**src/rtl/sxc_pkg.sv**
```systemverilog
package sxc_pkg;
  parameter int unsigned SXC_DATA_W = 8;
  parameter int unsigned SXC_DIV_W  = 8;

  typedef enum logic {
    TXI_BUF_EMPTY  = 1'b0,
    TXI_FRAME_DONE = 1'b1
  } txi_src_e;
endpackage

```
**src/rtl/sxc_baud.sv**
```systemverilog
module sxc_baud #(
  parameter int unsigned DIV_W = sxc_pkg::SXC_DIV_W
) (
  input  logic             clk_i,
  input  logic             rst_ni,
  input  logic             run_i,
  input  logic             tick_i,
  input  logic [DIV_W-1:0] div_i,
  output logic             sclk_o,
  output logic             fall_o,
  output logic             rise_o
);
  logic [DIV_W-1:0] cnt_q, cnt_d;
  logic             clk_q, clk_d;
  logic             wrap;

  assign wrap = run_i && tick_i && (cnt_q >= div_i);

  always_comb begin
    cnt_d = cnt_q;
    clk_d = clk_q;
    if (!run_i) begin
      cnt_d = '0;
      clk_d = 1'b1;
    end else if (tick_i) begin
      if (wrap) begin
        cnt_d = '0;
        clk_d = ~clk_q;
      end else begin
        cnt_d = cnt_q + 1'b1;
      end
    end
  end

  always_ff @(posedge clk_i or negedge rst_ni) begin
    if (!rst_ni) begin
      cnt_q <= '0;
      clk_q <= 1'b1;
    end else begin
      cnt_q <= cnt_d;
      clk_q <= clk_d;
    end
  end

  assign sclk_o = clk_q;
  assign fall_o = wrap && clk_q;
  assign rise_o = wrap && !clk_q;

  // clock returns high when not running
  p_idle_high_r1: assert property (@(posedge clk_i) disable iff (!rst_ni)
    !run_i |=> clk_q);
  // level only moves on a count-source tick
  p_hold_r1: assert property (@(posedge clk_i) disable iff (!rst_ni)
    (run_i && !tick_i) |=> (clk_q == $past(clk_q)));
endmodule

```
**src/rtl/sxc_edge.sv**
```systemverilog
module sxc_edge (
  input  logic clk_i,
  input  logic rst_ni,
  input  logic pin_i,
  output logic fall_o,
  output logic rise_o
);
  logic [2:0] sync_q, sync_d;

  always_comb begin
    sync_d = {sync_q[1:0], pin_i};
  end

  always_ff @(posedge clk_i or negedge rst_ni) begin
    if (!rst_ni) begin
      sync_q <= 3'b111;
    end else begin
      sync_q <= sync_d;
    end
  end

  assign fall_o = sync_q[2] && !sync_q[1];
  assign rise_o = !sync_q[2] && sync_q[1];
endmodule

```
**src/rtl/sxc_shifter.sv**
```systemverilog
module sxc_shifter #(
  parameter int unsigned DW = sxc_pkg::SXC_DATA_W
) (
  input  logic          clk_i,
  input  logic          rst_ni,
  input  logic          load_i,
  input  logic [DW-1:0] data_i,
  input  logic          fall_i,
  input  logic          rise_i,
  input  logic          sdi_i,
  output logic          sdo_o,
  output logic          busy_o,
  output logic          done_o,
  output logic [DW-1:0] rx_word_o
);
  localparam int unsigned CW = $clog2(DW);
  localparam logic [CW-1:0] LAST = CW'(DW - 1);

  logic [DW-1:0] tx_q, tx_d, rx_q, rx_d;
  logic [CW-1:0] cnt_q, cnt_d;
  logic          busy_q, busy_d, sdo_q, sdo_d;

  assign done_o    = busy_q && rise_i && (cnt_q == LAST);
  assign rx_word_o = {sdi_i, rx_q[DW-1:1]};

  always_comb begin
    tx_d   = tx_q;
    rx_d   = rx_q;
    cnt_d  = cnt_q;
    busy_d = busy_q;
    sdo_d  = sdo_q;
    if (load_i) begin
      busy_d = 1'b1;
      tx_d   = data_i;
      cnt_d  = '0;
    end else if (busy_q) begin
      if (fall_i) begin
        sdo_d = tx_q[0];
        tx_d  = {1'b0, tx_q[DW-1:1]};
      end
      if (rise_i) begin
        rx_d = {sdi_i, rx_q[DW-1:1]};
        if (cnt_q == LAST) begin
          busy_d = 1'b0;
          sdo_d  = 1'b1;
          cnt_d  = '0;
        end else begin
          cnt_d = cnt_q + 1'b1;
        end
      end
    end
  end

  always_ff @(posedge clk_i or negedge rst_ni) begin
    if (!rst_ni) begin
      tx_q   <= '0;
      rx_q   <= '0;
      cnt_q  <= '0;
      busy_q <= 1'b0;
      sdo_q  <= 1'b1;
    end else begin
      tx_q   <= tx_d;
      rx_q   <= rx_d;
      cnt_q  <= cnt_d;
      busy_q <= busy_d;
      sdo_q  <= sdo_d;
    end
  end

  assign sdo_o  = sdo_q;
  assign busy_o = busy_q;

  // data line idles high outside a frame
  p_sdo_idle_r2: assert property (@(posedge clk_i) disable iff (!rst_ni)
    !busy_q |-> sdo_q);
  // the top never loads over a running frame
  p_load_idle_r3: assert property (@(posedge clk_i) disable iff (!rst_ni)
    load_i |-> !busy_q);
  // frame end releases the shifter
  p_done_ends_r4: assert property (@(posedge clk_i) disable iff (!rst_ni)
    done_o |=> !busy_q);
endmodule

```
**src/rtl/sxc_rxbuf.sv**
```systemverilog
module sxc_rxbuf #(
  parameter int unsigned DW = sxc_pkg::SXC_DATA_W
) (
  input  logic          clk_i,
  input  logic          rst_ni,
  input  logic          en_i,
  input  logic          done_i,
  input  logic [DW-1:0] word_i,
  input  logic          rd_i,
  output logic [DW-1:0] data_o,
  output logic          full_o,
  output logic          ovr_o,
  output logic          irq_o
);
  logic [DW-1:0] buf_q, buf_d;
  logic          full_q, full_d, ovr_q, ovr_d, irq_q, irq_d;

  always_comb begin
    buf_d  = buf_q;
    full_d = full_q;
    ovr_d  = ovr_q;
    irq_d  = 1'b0;
    if (done_i && en_i) begin
      buf_d  = word_i;
      full_d = 1'b1;
      irq_d  = 1'b1;
      if (full_q && !rd_i) ovr_d = 1'b1;
    end else if (rd_i) begin
      full_d = 1'b0;
    end
    if (!en_i) ovr_d = 1'b0;
  end

  always_ff @(posedge clk_i or negedge rst_ni) begin
    if (!rst_ni) begin
      buf_q  <= '0;
      full_q <= 1'b0;
      ovr_q  <= 1'b0;
      irq_q  <= 1'b0;
    end else begin
      buf_q  <= buf_d;
      full_q <= full_d;
      ovr_q  <= ovr_d;
      irq_q  <= irq_d;
    end
  end

  assign data_o = buf_q;
  assign full_o = full_q;
  assign ovr_o  = ovr_q;
  assign irq_o  = irq_q;

  // a receive pulse always comes with a full buffer
  p_irq_full_r5: assert property (@(posedge clk_i) disable iff (!rst_ni)
    irq_q |-> full_q);
  // overrun only rises on top of an unread byte
  p_ovr_cause_r8: assert property (@(posedge clk_i) disable iff (!rst_ni)
    $rose(ovr_q) |-> $past(full_q));
  // disabling reception clears overrun
  p_ovr_clear_r8: assert property (@(posedge clk_i) disable iff (!rst_ni)
    !en_i |=> !ovr_q);
endmodule

```
**src/rtl/sync_serial_xcvr.sv**
```systemverilog
module sync_serial_xcvr #(
  parameter int unsigned DW    = sxc_pkg::SXC_DATA_W,
  parameter int unsigned DIV_W = sxc_pkg::SXC_DIV_W
) (
  input  logic             clk_i,
  input  logic             rst_ni,
  input  logic             tick_i,
  input  logic [DIV_W-1:0] baud_div_i,
  input  logic             ext_clk_sel_i,
  input  logic             tx_en_i,
  input  logic             rx_en_i,
  input  logic             tx_irq_sel_i,
  input  logic             wr_tb_i,
  input  logic [DW-1:0]    wr_data_i,
  input  logic             rd_rb_i,
  output logic [DW-1:0]    rd_data_o,
  input  logic             sclk_i,
  output logic             sclk_o,
  input  logic             sdi_i,
  output logic             sdo_o,
  output logic             tx_empty_o,
  output logic             rx_full_o,
  output logic             overrun_o,
  output logic             tx_irq_o,
  output logic             rx_irq_o
);
  import sxc_pkg::*;

  logic [DW-1:0] tb_q, tb_d, rx_word;
  logic          tb_full_q, tb_full_d, txi_q, txi_d;
  logic          busy, done, load;
  logic          b_fall, b_rise, e_fall, e_rise, fall, rise;
  txi_src_e      txi_src;

  assign txi_src = txi_src_e'(tx_irq_sel_i);
  assign load    = tx_en_i && tb_full_q && !busy;

  always_comb begin
    tb_d      = tb_q;
    tb_full_d = tb_full_q;
    if (load) tb_full_d = 1'b0;
    if (wr_tb_i) begin
      tb_d      = wr_data_i;
      tb_full_d = 1'b1;
    end
    txi_d = (txi_src == TXI_BUF_EMPTY) ? load : done;
  end

  always_ff @(posedge clk_i or negedge rst_ni) begin
    if (!rst_ni) begin
      tb_q      <= '0;
      tb_full_q <= 1'b0;
      txi_q     <= 1'b0;
    end else begin
      tb_q      <= tb_d;
      tb_full_q <= tb_full_d;
      txi_q     <= txi_d;
    end
  end

  sxc_baud #(.DIV_W(DIV_W)) u_baud (
    .clk_i  (clk_i),
    .rst_ni (rst_ni),
    .run_i  (busy && !ext_clk_sel_i),
    .tick_i (tick_i),
    .div_i  (baud_div_i),
    .sclk_o (sclk_o),
    .fall_o (b_fall),
    .rise_o (b_rise)
  );

  sxc_edge u_edge (
    .clk_i  (clk_i),
    .rst_ni (rst_ni),
    .pin_i  (sclk_i),
    .fall_o (e_fall),
    .rise_o (e_rise)
  );

  assign fall = ext_clk_sel_i ? e_fall : b_fall;
  assign rise = ext_clk_sel_i ? e_rise : b_rise;

  sxc_shifter #(.DW(DW)) u_shift (
    .clk_i     (clk_i),
    .rst_ni    (rst_ni),
    .load_i    (load),
    .data_i    (tb_q),
    .fall_i    (fall),
    .rise_i    (rise),
    .sdi_i     (sdi_i),
    .sdo_o     (sdo_o),
    .busy_o    (busy),
    .done_o    (done),
    .rx_word_o (rx_word)
  );

  sxc_rxbuf #(.DW(DW)) u_rxbuf (
    .clk_i  (clk_i),
    .rst_ni (rst_ni),
    .en_i   (rx_en_i),
    .done_i (done),
    .word_i (rx_word),
    .rd_i   (rd_rb_i),
    .data_o (rd_data_o),
    .full_o (rx_full_o),
    .ovr_o  (overrun_o),
    .irq_o  (rx_irq_o)
  );

  assign tx_empty_o = !tb_full_q && !busy;
  assign tx_irq_o   = txi_q;

  // empty status never shows while a frame runs
  p_empty_idle_r3: assert property (@(posedge clk_i) disable iff (!rst_ni)
    tx_empty_o |-> (!busy && sclk_o));
  // internal clock pin stays high under the external source
  p_ext_idle_r6: assert property (@(posedge clk_i) disable iff (!rst_ni)
    (ext_clk_sel_i && $past(ext_clk_sel_i)) |-> sclk_o);
endmodule

```
**config.mk**
```make
export PLATFORM = sky130hd
export DESIGN_NAME = sync_serial_xcvr
export DESIGN_NICKNAME = d
export VERILOG_FILES = /design/src/rtl/sxc_pkg.sv /design/src/rtl/sxc_baud.sv /design/src/rtl/sxc_edge.sv /design/src/rtl/sxc_shifter.sv /design/src/rtl/sxc_rxbuf.sv /design/src/rtl/sync_serial_xcvr.sv
export SDC_FILE = /design/constraint.sdc
export NUM_CORES = 1
export LEC_CHECK = 0
export BUFFER_PORTS_ARGS = -buffer_cell sky130_fd_sc_hd__buf_2
export CAP_MARGIN = 20
export CORE_MARGIN = 2
export CORE_UTILIZATION = 45
export DETAILED_ROUTE_END_ITERATION = 10
export PLACE_DENSITY_LB_ADDON = 0.3
export RECOVER_POWER = 50
export SKIP_CTS_REPAIR_TIMING = 1
export SLEW_MARGIN = 20
export SYNTH_ARGS = -nofsm -noshare
export SYNTH_HDL_FRONTEND = slang
export SYNTH_SLANG_ARGS = --single-unit
```
**constraint.sdc**
```tcl
create_clock -name clk_i -period 6.39 [get_ports clk_i]
set_clock_uncertainty 0.2 [all_clocks]
set_input_delay 0 -clock clk_i [delete_from_list [all_inputs] [get_ports clk_i]]
set_output_delay 0 -clock clk_i [all_outputs]
set_load 0.03 [all_outputs]
```
==> flow_summary_export.csv <==
group,metric,value,unit
status,status,"finished, violations left",
status,failed_checks,"max-capacitance violations, max-slew violations",
timing,hold_viol,0,
power_and_ir_drop,ir_drop,111.8,µV
critical_path,worstRegToRegCells,9,
timing,rsz0062_at_grt,"false",
grt,grt_pass1_vias,2283,
critical_path,slowest_delay,0.57,ns
synth,syn_nets,353,
cts,clockRootBuffer,"clkbuf_8",
placement,port_buffers,41,
detailed_routing,drt_iter0_markers,167,
detailed_routing,totalWireLength,6.438,mm
cells_and_area,multi_input_area,1461,µm²
critical_path,cpMaxStageDelayCell,"dlygate4sd3_1",
critical_path,critPathMaxFanout,39,
cts,clkTransAtPathRegs,0.10,ns
synth,synth-edff-count,0,
detailed_routing,post_drt_wl_per_cell,14.34,µm
timing,slew_violations,54,
timing,setup_tns,0,ns
cells_and_area,fillers,594,
cells_and_area,fin_nets,409,
synth,synthCells,315,
cts,cts.sinks,53,
grt,grt_pass1_wl,10.53,mm
synth,synth-seq-cells,53,
cts,numCtsBuffers,5,
detailed_routing,vias_per_cell,5.568,
grt,grt_max_degree,54,
synth,yosysSeqAreaShare,45.09,%
timing,worst_pin_slew,2.800,ns
placement,hpwl,4.246,mm
grt,antenna_found_initial,0,
cts,clock_latency,0.31,ns
timing,max_freq,301.2,MHz
timing,slew_headroom,-86.69,%
critical_path,cp_data_required_time,6.39,ns
detailed_routing,drc,0,
power_and_ir_drop,power.density,240.8,nW/µm²
critical_path,end_kind,"register",
floorplanning,die_h,85.04,µm
cells_and_area,area_delta_synth_final,19.22,%
timing,setup_viol,0,
placement,dp_slack,3.375,ns
cells_and_area,final_cell_mix,"dfrtp_1, nand2_1, buf_2",
critical_path,critical_path.top_delay_family,"compound AO/OA/AOI/OAI gates",
detailed_routing,antenna_left,0,
critical_path,r2r_start,"u_baud.cnt_q[0]$_DFFE_PN0P_",
hold_path,min-delay-start,"tx_en_i",
critical_path,rrSetupSlack,3.07,ns
critical_path,arrival,3.32,ns
floorplanning,die-area,7232,µm²
floorplanning,io_pins,42,
synth,synth-async-reset-ratio,100.0,%
hold_path,hold_class,"in -> reg",
hold_path,min_to,"u_shift.tx_q[1]$_DFFE_PN0P_",
critical_path,worstPathCellList,"inv_1, ha_1, nand2b_1, a2111o_1, a32o_1, buf_4, o21ai_2, o21ai_1, dlygate4sd3_1",
floorplanning,num_rows,29,
timing,min_period,3.320,ns
placement,globalplace.congestion,0.7546,
power_and_ir_drop,power.leakage,1.595,nW
synth,synth.cell_area,2955,µm²
synth,synth_ff_type,"dfrtp_1",
timing,fin_ws,3.070,ns
critical_path,path_buf_inv,3,
hold_path,holdPathStages,4,
cells_and_area,register_area,1333,µm²
synth,synth_cell_type_count,52,
detailed_routing,drtPass1Iterations,4,
cts,cts_max_level,2,
synth,avgSynthCellArea,9.382,µm²
cells_and_area,final_common_cell,"dfrtp_1",
grt,grt_usage,17.85,%
cts,clk_path_buf_depth,2,
synth,yosysWarningCount,0,
floorplanning,die_x,85.04,µm
critical_path,critical_path_class,"reg -> reg",
run,max-cap-violations,1,
cts,cts_tree,"yes",
grt,grt.overflow.total,0,
critical_path,rr_endpoint,"u_rxbuf.ovr_o$_DFFE_PN0P_",
floorplanning,initial_core_util,46.54,%
cells_and_area,final_util,55.49,%
cells_and_area,diodes,0,
cells_and_area,drive_gt1_share,16.13,%
critical_path,crit_path_start_kind,"register",
detailed_routing,vias,2500,
timing,fin_crit_sh,51.95,%
floorplanning,core,6350,µm²
power by group:
part           internal [mW]  total [mW]  switching (mW)
Sequential             0.388       0.423          0.0349
Clock                 0.0801       0.198           0.118
Combinational         0.0932       0.227           0.134
flip-flops by register name, indices dropped and copies added (netlist names), 3 cells and up:
name and cells:
u_edge.sync_q 3, u_rxbuf.data_o 8, tb_q 8, u_shift.tx_q 8, u_shift.cnt_q 3, u_shift.rx_q 7, u_baud.cnt_q 8
cells in the mapped netlist (3+ instances only):
| library cell | count | area share (%) |
|---|---|---|
| clkbuf_1 | 13 | 1.7 |
| o21ai_0 | 14 | 2.4 |
| buf_2 | 6 | 1.0 |
| nor3_1 | 13 | 2.2 |
| xor2_1 | 4 | 1.2 |
| dfstp_2 | 5 | 4.4 |
| nand3_1 | 12 | 2.0 |
| o311ai_1 | 3 | 0.89 |
| mux2_2 | 8 | 3.0 |
| inv_1 | 14 | 1.8 |
| nor2_1 | 15 | 1.9 |
| xnor2_1 | 3 | 0.89 |
| a31o_1 | 6 | 1.8 |
| mux2_1 | 8 | 3.0 |
| nor2b_1 | 7 | 1.5 |
| nand4_1 | 9 | 1.9 |
| ha_1 | 11 | 4.7 |
| nand2_1 | 38 | 4.8 |
| a31oi_1 | 5 | 1.1 |
| nand2b_1 | 6 | 1.3 |
| dfrtp_1 | 48 | 41 |
| o211ai_1 | 8 | 2.0 |
| a21oi_1 | 21 | 3.6 |
routing by layer:
metal	wire (µm)	share of wire (%)	global-route usage (%)	up-vias
li1	-	-	-	1246
met1	3063	48	26.39	1182
met2	3002	47	27.06	67
met3	324	5.0	3.794	5
met4	49	0.76	4.040	0
met5	0	0	0	-
kinds of logic (layout without fill, tap and decap cells):
family	Yosys count	after routing	synth area share (%)
simple gates	113	113	18.84
compound gates	78	78	17.78
flops	53	53	45.09
xor+xnor	7	7	2.075
mux	16	16	6.097
buf+inv	37	94	5.461
fa+ha+maj	11	11	4.657
through the flow:
stage / power, mW / instance area [µm²] / hold slack [ns] / instances
after CTS: 0.8461 / 3268 / -0.4296 / 422
after global placement: 0.6363 / 3174 / -0.09390 / 414
after global routing: 0.9054 / 3523 / 0.1044 / 449
after detailed placement: 0.6457 / 3174 / -0.09245 / 414
after floorplan: 0.5807 / 2955 / -0.4956 / 315
final: 0.8485 / 3523 / 0.07666 / 449
cell type report:
class / instances / share of cell area, %
clock buffers: 5 / 1.953
flip-flops and latches: 53 / 37.82
clock inverters: 3 / 0.7102
well taps: 77 / 2.734
multi-input cells: 225 / 41.48
inverters: 15 / 1.598
repair buffers: 71 / 13.71
worst max path at each step:
stage | start | end | slack [ns] | cells after the start
final | u_baud.cnt_q[0]$_DFFE_PN0P_ | u_rxbuf.ovr_o$_DFFE_PN0P_ | 3.07 | 9
after global routing | rst_ni | u_rxbuf.data_o[3]$_DFFE_PN0P_ | 2.80 | 3
after CTS | u_baud.cnt_q[0]$_DFFE_PN0P_ | u_rxbuf.data_o[7]$_DFFE_PN0P_ | 3.34 | 8
after detailed placement | u_baud.cnt_q[0]$_DFFE_PN0P_ | u_rxbuf.data_o[2]$_DFFE_PN0P_ | 3.38 | 8
after global placement | u_baud.cnt_q[0]$_DFFE_PN0P_ | u_rxbuf.data_o[3]$_DFFE_PN0P_ | 3.44 | 8
after floorplan | u_baud.cnt_q[0]$_DFFE_PN0P_ | u_rxbuf.data_o[0]$_DFFE_PN0P_ | 3.98 | 8
tightest hold or removal path: cells and delay by family:
| kind | cells | cell delay (ns) |
|---|---|---|
| buf+inv | 1 | 0.10 |
| simple gates | 3 | 0.45 |
No activity file was read; power rests on OpenSTA's default activity.
